### config.mk
export PLATFORM = sky130hd
export DESIGN_NAME = sysctl_bank
export DESIGN_NICKNAME = d
export VERILOG_FILES = /design/src/rtl/sysctl_pkg.sv /design/src/rtl/sysctl_decode.sv /design/src/rtl/sysctl_regs.sv /design/src/rtl/sysctl_rdmux.sv /design/src/rtl/sysctl_bank.sv
export SDC_FILE = /design/constraint.sdc
export NUM_CORES = 1
export LEC_CHECK = 0
export CAP_MARGIN = 20
export CORE_MARGIN = 8
export CORE_UTILIZATION = 35
export CTS_BUF_LIST = sky130_fd_sc_hd__clkbuf_8
export DETAILED_ROUTE_END_ITERATION = 7
export GPL_ROUTABILITY_DRIVEN = 0
export PLACE_DENSITY_LB_ADDON = 0.12
export SYNTH_ARGS = -nofsm -noshare
export SYNTH_HDL_FRONTEND = slang
export SYNTH_SLANG_ARGS = --single-unit
### constraint.sdc
create_clock -name clk -period 4.05 [get_ports clk]
set_clock_uncertainty 0.2 [all_clocks]
set_input_delay 0.405 -clock clk [delete_from_list [all_inputs] [get_ports clk]]
set_output_delay 0.405 -clock clk [all_outputs]
set_load 0.1 [all_outputs]
### src/rtl/sysctl_pkg.sv
package sysctl_pkg;

  // Register selects produced by the address decoder (at most one is high)
  typedef struct packed {
    logic rst;
    logic cpucfg;
    logic feat;
    logic mstat;
    logic xfeat;
    logic l2stat;
    logic light;
    logic lock1;
    logic lock2;
    logic sysctl;
    logic maptype;
  } sysctl_sel_t;

  localparam int unsigned NUM_LOCKS = 2;

endpackage

### src/rtl/sysctl_decode.sv
module sysctl_decode
  import sysctl_pkg::*;
#(
  parameter int unsigned ADDR_W = 16,
  parameter logic [ADDR_W-1:0] RST_PORT   = 16'h0092,
  parameter logic [ADDR_W-1:0] WIN_BASE   = 16'h0800,
  parameter logic [ADDR_W-1:0] WIN_SIZE   = 16'h0052,
  parameter logic [ADDR_W-1:0] OFS_CPUCFG = 16'h0000,
  parameter logic [ADDR_W-1:0] OFS_FEAT   = 16'h0001,
  parameter logic [ADDR_W-1:0] OFS_MSTAT  = 16'h0002,
  parameter logic [ADDR_W-1:0] OFS_XFEAT  = 16'h0003,
  parameter logic [ADDR_W-1:0] OFS_LIGHT  = 16'h0008,
  parameter logic [ADDR_W-1:0] OFS_LOCK1  = 16'h0010,
  parameter logic [ADDR_W-1:0] OFS_LOCK2  = 16'h0011,
  parameter logic [ADDR_W-1:0] OFS_SYSCTL = 16'h001C,
  parameter logic [ADDR_W-1:0] OFS_L2STAT = 16'h001D,
  parameter logic [ADDR_W-1:0] OFS_MAP    = 16'h0050
) (
  input  logic [ADDR_W-1:0] addr,
  output sysctl_sel_t       sel
);

  localparam logic [ADDR_W-1:0] WIN_END = WIN_BASE + WIN_SIZE;

  logic              in_win;
  logic [ADDR_W-1:0] off;

  always_comb begin
    in_win     = (addr >= WIN_BASE) && (addr < WIN_END);
    off        = addr - WIN_BASE;
    sel.rst    = (addr == RST_PORT);
    sel.cpucfg = in_win && (off == OFS_CPUCFG);
    sel.feat   = in_win && (off == OFS_FEAT);
    sel.mstat  = in_win && (off == OFS_MSTAT);
    sel.xfeat  = in_win && (off == OFS_XFEAT);
    sel.l2stat = in_win && (off == OFS_L2STAT);
    sel.light  = in_win && (off == OFS_LIGHT);
    sel.lock1  = in_win && (off == OFS_LOCK1);
    sel.lock2  = in_win && (off == OFS_LOCK2);
    sel.sysctl = in_win && (off == OFS_SYSCTL);
    sel.maptype = in_win && (off == OFS_MAP);
  end

endmodule

### src/rtl/sysctl_regs.sv
module sysctl_regs
  import sysctl_pkg::*;
#(
  parameter int unsigned DATA_W   = 8,
  parameter int unsigned SYSCTL_W = 4
) (
  input  logic                 clk,
  input  logic                 rst_n,
  input  logic [DATA_W-1:0]    wdata,
  input  logic                 wr_rst,
  input  logic                 wr_light,
  input  logic                 wr_sysctl,
  input  logic                 wr_map,
  input  logic [NUM_LOCKS-1:0] wr_lock,
  output logic                 rst_q,
  output logic                 light_q,
  output logic [DATA_W-1:0]    sysctl_q,
  output logic                 map_q,
  output logic [NUM_LOCKS-1:0] lock_q
);

  localparam logic [DATA_W-1:0] SYSCTL_MASK = DATA_W'((1 << SYSCTL_W) - 1);

  logic              rst_d, light_d, map_d;
  logic [DATA_W-1:0] sysctl_d;

  // Next-state logic: each register loads only under its own enable
  always_comb begin
    rst_d    = wr_rst    ? wdata[0] : rst_q;
    light_d  = wr_light  ? wdata[0] : light_q;
    map_d    = wr_map    ? wdata[0] : map_q;
    sysctl_d = wr_sysctl ? (wdata & SYSCTL_MASK) : sysctl_q;
  end

  always_ff @(posedge clk or negedge rst_n) begin
    if (!rst_n) begin
      rst_q    <= 1'b0;
      light_q  <= 1'b0;
      map_q    <= 1'b0;
      sysctl_q <= '0;
    end else begin
      rst_q    <= rst_d;
      light_q  <= light_d;
      map_q    <= map_d;
      sysctl_q <= sysctl_d;
    end
  end

  // Lock strobes: one flop per lock, high for the cycle after the write
  for (genvar i = 0; i < NUM_LOCKS; i++) begin : g_lock
    always_ff @(posedge clk or negedge rst_n) begin
      if (!rst_n) lock_q[i] <= 1'b0;
      else        lock_q[i] <= wr_lock[i];
    end

    AST_LOCK_NEEDS_WRITE: assert property (@(posedge clk) disable iff (!rst_n)
      lock_q[i] |-> $past(wr_lock[i]));
  end

  AST_RST_TRACKS_WRITE: assert property (@(posedge clk) disable iff (!rst_n)
    wr_rst |=> (rst_q == $past(wdata[0])));
  AST_RST_HELD: assert property (@(posedge clk) disable iff (!rst_n)
    !wr_rst |=> $stable(rst_q));
  AST_LIGHT_HELD: assert property (@(posedge clk) disable iff (!rst_n)
    !wr_light |=> $stable(light_q));
  AST_LOCKS_EXCLUSIVE: assert property (@(posedge clk) disable iff (!rst_n)
    !(lock_q[0] && lock_q[1]));

endmodule

### src/rtl/sysctl_rdmux.sv
module sysctl_rdmux
  import sysctl_pkg::*;
#(
  parameter int unsigned DATA_W = 8,
  parameter logic [DATA_W-1:0] VAL_CPUCFG = 8'hEF,
  parameter logic [DATA_W-1:0] VAL_FEAT   = 8'hAD,
  parameter logic [DATA_W-1:0] VAL_MSTAT  = 8'hE0,
  parameter logic [DATA_W-1:0] VAL_XFEAT  = 8'h39,
  parameter logic [DATA_W-1:0] VAL_L2STAT = 8'h03
) (
  input  logic              rd_en,
  input  logic              sel_rst,
  input  logic              sel_cpucfg,
  input  logic              sel_feat,
  input  logic              sel_mstat,
  input  logic              sel_xfeat,
  input  logic              sel_l2stat,
  input  logic              sel_sysctl,
  input  logic              sel_map,
  input  logic              rst_q,
  input  logic [DATA_W-1:0] sysctl_q,
  input  logic              map_q,
  output logic [DATA_W-1:0] rdata
);

  localparam logic [DATA_W-1:0] UNMAPPED = '1;

  always_comb begin
    if (!rd_en)          rdata = '0;
    else if (sel_rst)    rdata = {{(DATA_W-1){1'b0}}, rst_q};
    else if (sel_cpucfg) rdata = VAL_CPUCFG;
    else if (sel_feat)   rdata = VAL_FEAT;
    else if (sel_mstat)  rdata = VAL_MSTAT;
    else if (sel_xfeat)  rdata = VAL_XFEAT;
    else if (sel_l2stat) rdata = VAL_L2STAT;
    else if (sel_sysctl) rdata = sysctl_q;
    else if (sel_map)    rdata = {{(DATA_W-1){1'b0}}, map_q};
    else                 rdata = UNMAPPED;
  end

endmodule

### src/rtl/sysctl_bank.sv
module sysctl_bank
  import sysctl_pkg::*;
#(
  parameter int unsigned ADDR_W   = 16,
  parameter int unsigned DATA_W   = 8,
  parameter int unsigned SYSCTL_W = 4,
  parameter logic [ADDR_W-1:0] RST_PORT   = 16'h0092,
  parameter logic [ADDR_W-1:0] WIN_BASE   = 16'h0800,
  parameter logic [ADDR_W-1:0] WIN_SIZE   = 16'h0052,
  parameter logic [ADDR_W-1:0] OFS_CPUCFG = 16'h0000,
  parameter logic [ADDR_W-1:0] OFS_FEAT   = 16'h0001,
  parameter logic [ADDR_W-1:0] OFS_MSTAT  = 16'h0002,
  parameter logic [ADDR_W-1:0] OFS_XFEAT  = 16'h0003,
  parameter logic [ADDR_W-1:0] OFS_LIGHT  = 16'h0008,
  parameter logic [ADDR_W-1:0] OFS_LOCK1  = 16'h0010,
  parameter logic [ADDR_W-1:0] OFS_LOCK2  = 16'h0011,
  parameter logic [ADDR_W-1:0] OFS_SYSCTL = 16'h001C,
  parameter logic [ADDR_W-1:0] OFS_L2STAT = 16'h001D,
  parameter logic [ADDR_W-1:0] OFS_MAP    = 16'h0050,
  parameter logic [DATA_W-1:0] VAL_CPUCFG = 8'hEF,
  parameter logic [DATA_W-1:0] VAL_FEAT   = 8'hAD,
  parameter logic [DATA_W-1:0] VAL_MSTAT  = 8'hE0,
  parameter logic [DATA_W-1:0] VAL_XFEAT  = 8'h39,
  parameter logic [DATA_W-1:0] VAL_L2STAT = 8'h03
) (
  input  logic              clk,
  input  logic              rst_n,
  input  logic [ADDR_W-1:0] io_addr,
  input  logic              io_wr,
  input  logic              io_rd,
  input  logic [DATA_W-1:0] io_wdata,
  output logic [DATA_W-1:0] io_rdata,
  output logic              reset_req,
  output logic              disk_light,
  output logic              nv_lock1,
  output logic              nv_lock2,
  output logic              map_noncontig
);

  sysctl_sel_t           sel;
  logic [NUM_LOCKS-1:0]  wr_lock;
  logic [NUM_LOCKS-1:0]  lock_q;
  logic [DATA_W-1:0]     sysctl_q;
  logic                  rst_q, light_q, map_q;

  sysctl_decode #(
    .ADDR_W(ADDR_W), .RST_PORT(RST_PORT), .WIN_BASE(WIN_BASE), .WIN_SIZE(WIN_SIZE),
    .OFS_CPUCFG(OFS_CPUCFG), .OFS_FEAT(OFS_FEAT), .OFS_MSTAT(OFS_MSTAT),
    .OFS_XFEAT(OFS_XFEAT), .OFS_LIGHT(OFS_LIGHT), .OFS_LOCK1(OFS_LOCK1),
    .OFS_LOCK2(OFS_LOCK2), .OFS_SYSCTL(OFS_SYSCTL), .OFS_L2STAT(OFS_L2STAT),
    .OFS_MAP(OFS_MAP)
  ) u_decode (
    .addr (io_addr),
    .sel  (sel)
  );

  assign wr_lock = {io_wr && sel.lock2, io_wr && sel.lock1};

  sysctl_regs #(.DATA_W(DATA_W), .SYSCTL_W(SYSCTL_W)) u_regs (
    .clk       (clk),
    .rst_n     (rst_n),
    .wdata     (io_wdata),
    .wr_rst    (io_wr && sel.rst),
    .wr_light  (io_wr && sel.light),
    .wr_sysctl (io_wr && sel.sysctl),
    .wr_map    (io_wr && sel.maptype),
    .wr_lock   (wr_lock),
    .rst_q     (rst_q),
    .light_q   (light_q),
    .sysctl_q  (sysctl_q),
    .map_q     (map_q),
    .lock_q    (lock_q)
  );

  sysctl_rdmux #(
    .DATA_W(DATA_W), .VAL_CPUCFG(VAL_CPUCFG), .VAL_FEAT(VAL_FEAT),
    .VAL_MSTAT(VAL_MSTAT), .VAL_XFEAT(VAL_XFEAT), .VAL_L2STAT(VAL_L2STAT)
  ) u_rdmux (
    .rd_en      (io_rd),
    .sel_rst    (sel.rst),
    .sel_cpucfg (sel.cpucfg),
    .sel_feat   (sel.feat),
    .sel_mstat  (sel.mstat),
    .sel_xfeat  (sel.xfeat),
    .sel_l2stat (sel.l2stat),
    .sel_sysctl (sel.sysctl),
    .sel_map    (sel.maptype),
    .rst_q      (rst_q),
    .sysctl_q   (sysctl_q),
    .map_q      (map_q),
    .rdata      (io_rdata)
  );

  assign reset_req     = rst_q;
  assign disk_light    = light_q;
  assign map_noncontig = map_q;
  assign nv_lock1      = lock_q[0];
  assign nv_lock2      = lock_q[1];

  AST_SEL_ONEHOT: assert property (@(posedge clk) disable iff (!rst_n)
    $onehot0(sel));
  AST_SYSCTL_UPPER_ZERO: assert property (@(posedge clk) disable iff (!rst_n)
    (io_rd && sel.sysctl) |-> (io_rdata[DATA_W-1:SYSCTL_W] == '0));
  AST_MAP_HELD: assert property (@(posedge clk) disable iff (!rst_n)
    !(io_wr && sel.maptype) |=> $stable(map_noncontig));
  AST_RDATA_IDLE: assert property (@(posedge clk) disable iff (!rst_n)
    !io_rd |-> (io_rdata == '0));

endmodule

==> flow_metrics.env <==
export IMPL_status="finished clean"
export IMPL_synth_ff_type="dfrtp_1"
export IMPL_top_usage_layer="met2"
export IMPL_grt_pass1_vias=906
export IMPL_cts_root_buf="clkbuf_8"
export IMPL_cts_tree="yes"
export IMPL_die_area_um2=4659
export IMPL_die_height_um=68.26
export IMPL_io_pins=41
export IMPL_portBuffers=36
export IMPL_nets=163
export IMPL_netlist_area_leader_share_pct=23.56
export IMPL_required_ns=3.44
export IMPL_finalSetupViolCount=0
export IMPL_synth_top_cell_by_area="dfrtp_1"
export IMPL_htreeDepth=1
export IMPL_cts_resized=0
export IMPL_cp_startpoint="io_addr[11]"
export IMPL_power_density_nw_per_um2=215.2
export IMPL_antenna_left=0
export IMPL_maxCapViolations=0
export IMPL_drive_above_1_share_pct=25.00
export IMPL_arrival_ns=2.82
export IMPL_post_cts_setup_buffers=0
export IMPL_max_freq_ghz=0.2919
export IMPL_cp_max_fo=11
export IMPL_wl_um=2479
export IMPL_grt_usage_pct=11.34
export IMPL_stdcell_count=163
export IMPL_use_met3_pct=6.383
export IMPL_r2r_cells=1
export IMPL_synth_edf_count=0
export IMPL_placed_cells=159
export IMPL_coreArea_um2=2686
export IMPL_drc=0
export IMPL_hpwl_um=2061
export IMPL_leakage_nw=0.5198
export IMPL_ys_seq_elements=9
export IMPL_fin_setup_tns_ns=0
export IMPL_whs_ns=0.2708
export IMPL_grt_setup_unrepaired="no"
export IMPL_cts_made_buffers=3
export IMPL_routed_via_density=5.294
export IMPL_synth_area_um2=955.9
export IMPL_finalCriticalPeriod_ns=3.425
export IMPL_cp_end_kind="primary output"
export IMPL_ys_types=45
export IMPL_syn_to_final_growth_pct=40.18
export IMPL_r2r_end="u_regs.map_q$_DFFE_PN0P_"
export IMPL_slew_headroom_pct=34.93
export IMPL_hold_class="input pin to asynchronous set/reset pin"
export IMPL_dieWidth_um=68.26
export IMPL_start_util_pct=35.58
export IMPL_cts_clk_slew_worst_paths_ns=0.04
export IMPL_irDropWorstVdd_mv=0.2086
export IMPL_antenna_found_initial=0
export IMPL_vias=863
export IMPL_worstSkewPairLatency_ns=0.23
export IMPL_seq_area_frac_synth_pct=23.56
export IMPL_totalPowerFinal_uw=288.4
export IMPL_syn_instance_count=97
export IMPL_critPathCapture="io_rdata[1]"
export IMPL_firstDrtPassIters=4
export IMPL_final_common_cell="clkdlybuf4s50_1"
export IMPL_synth_area_top_cells="dfrtp_1 (24%), mux2_4 (6.3%), buf_6 (4.7%)"
export IMPL_gr_total_overflow=0
export IMPL_slowest_stage="clkdlybuf4s50_1"
export IMPL_worst_slew_pin_transition_ns=0.9731
export IMPL_synth_nets=127
export IMPL_grt_pass1_wl_um=4091
export IMPL_ys_warn_count=0
export IMPL_use_met1_pct=14.99
export IMPL_slew_viol_final=0
export IMPL_grt_max_degree=13
export IMPL_routedWlPerCell_um=15.21
export IMPL_async_reset_ff_share_pct=100.0
export IMPL_hold_viol=0
export IMPL_rrSetupSlack_ns=3.04
export IMPL_antenna_cells=0
export IMPL_fin_crit_sh_pct=84.58
export IMPL_postCtsHoldBufs=0
export IMPL_slowest_delay_ns=0.52
export IMPL_dr_first_iter_drc_count=28
export IMPL_avgSynthCellArea_um2=9.855
export IMPL_placementRows=19
export IMPL_timing_rr_start="u_regs.map_q$_DFFE_PN0P_"
export IMPL_layout_common_cells="clkdlybuf4s50_1 (28), dfrtp_1 (9), nor3_1 (7), buf_4 (7)"
export IMPL_cts_sinks=9
export IMPL_path_class="input pin to primary output"
export IMPL_grtUsageMet2_pct=16.06
export IMPL_fillers=277
export IMPL_crit_chain="clkdlybuf4s50_1 > inv_1 > ha_1 > xnor2_1 > nand4_1 > nor3_2 > o21ai_1 > and3_1 > buf_4"
export IMPL_clockBufferDepth=2
export IMPL_worst_setup_path_start_kind="input pin"
metal layers:
layer,vias up,share of wire (%)
li1,440,-
met1,394,47
met2,29,42
met3,0,10
met4,0,0
met5,-,0
where the power goes:
group / total, mW / internal (mW) / switching (mW) / leakage (nW)
logic: 0.0980 / 0.0364 / 0.0615 / 0.367
clock network: 0.100 / 0.0659 / 0.0343 / 0.0269
registers: 0.0903 / 0.0903 / 0.00000245 / 0.126
total: 0.288 / 0.193 / 0.0958 / 0.520
area by class of cell:
class / count / area [um2] / area share, %
multi-input cells: 78 / 659.4 / 49.21
repair buffers: 36 / 352.8 / 26.33
flip-flops and latches: 9 / 225.2 / 16.81
clock buffers: 3 / 41.29 / 3.081
well taps: 31 / 38.79 / 2.894
inverters: 5 / 18.77 / 1.401
clock inverters: 1 / 3.754 / 0.2801
worst min-delay path by stage:
| stage | end | slack, ns | cells past startpoint | start |
|---|---|---|---|---|
| after detailed placement | u_regs.light_q$_DFFE_PN0P_ | 0.28 | 1 | u_regs.light_q$_DFFE_PN0P_ |
| final | u_regs.sysctl_q[0]$_DFFE_PN0P_ | 0.27 | 1 | rst_n |
| after CTS | u_regs.sysctl_q[2]$_DFFE_PN0P_ | 0.28 | 1 | rst_n |
| after floorplan | u_regs.light_q$_DFFE_PN0P_ | -0.09 | 0 | rst_n |
| after global placement | u_regs.light_q$_DFFE_PN0P_ | 0.28 | 1 | u_regs.light_q$_DFFE_PN0P_ |
| after global routing | u_regs.lock_q[0]$_DFF_PN0_ | 0.31 | 1 | rst_n |
cells by family (layout without fill, tap and decap cells):
group | after synthesis | in the layout | synth area share (%)
AND/OR/NAND/NOR | 50 | 50 | 40.84
AO/OA/AOI/OAI | 18 | 18 | 14.79
buffers and inverters | 10 | 45 | 7.461
adder cells (fa/ha/maj) | 2 | 2 | 2.617
multiplexers | 7 | 7 | 9.817
XOR/XNOR | 1 | 1 | 0.9164
flip-flops | 9 | 9 | 23.56
synthesized netlist by cell type, types with 2 or more instances:
| master | count |
|---|---|
| inv_1 | 5 |
| nor4_4 | 2 |
| a21oi_1 | 4 |
| nor3_1 | 7 |
| nand3_1 | 4 |
| nand2_1 | 5 |
| nor2_2 | 2 |
| o21ai_1 | 4 |
| nand4_1 | 3 |
| mux2_4 | 4 |
| nor4_1 | 2 |
| nor2_1 | 6 |
| mux2_1 | 3 |
| and4_1 | 2 |
| dfrtp_1 | 9 |
| ha_1 | 2 |
| nor4b_1 | 2 |
| buf_6 | 4 |
metrics by stage:
stage | util, % | setup WS, ns | area (um2)
floorplan | - | 0.09261 | 955.9
global placement | 48.21 | 0.6472 | 1295
detailed placement | 48.21 | 0.6181 | 1295
CTS | 49.88 | 0.5996 | 1340
global route | 49.88 | 0.4723 | 1340
finish | 49.88 | 0.6247 | 1340
sequential cells by signal, summed over array words and instances (netlist names):
name / flops
u_regs.lock_q: 2
u_regs.light_q: 1
u_regs.sysctl_q: 4
u_regs.map_q: 1
u_regs.rst_q: 1
worst max-delay path, delay by kind of cell:
family | cells | cell delay [ns]
fa+ha+maj | 1 | 0.20
xor+xnor | 1 | 0.14
compound gates | 1 | 0.12
buf+inv | 3 | 0.81
simple gates | 3 | 1.13
(Power assumes the default switching activity.)
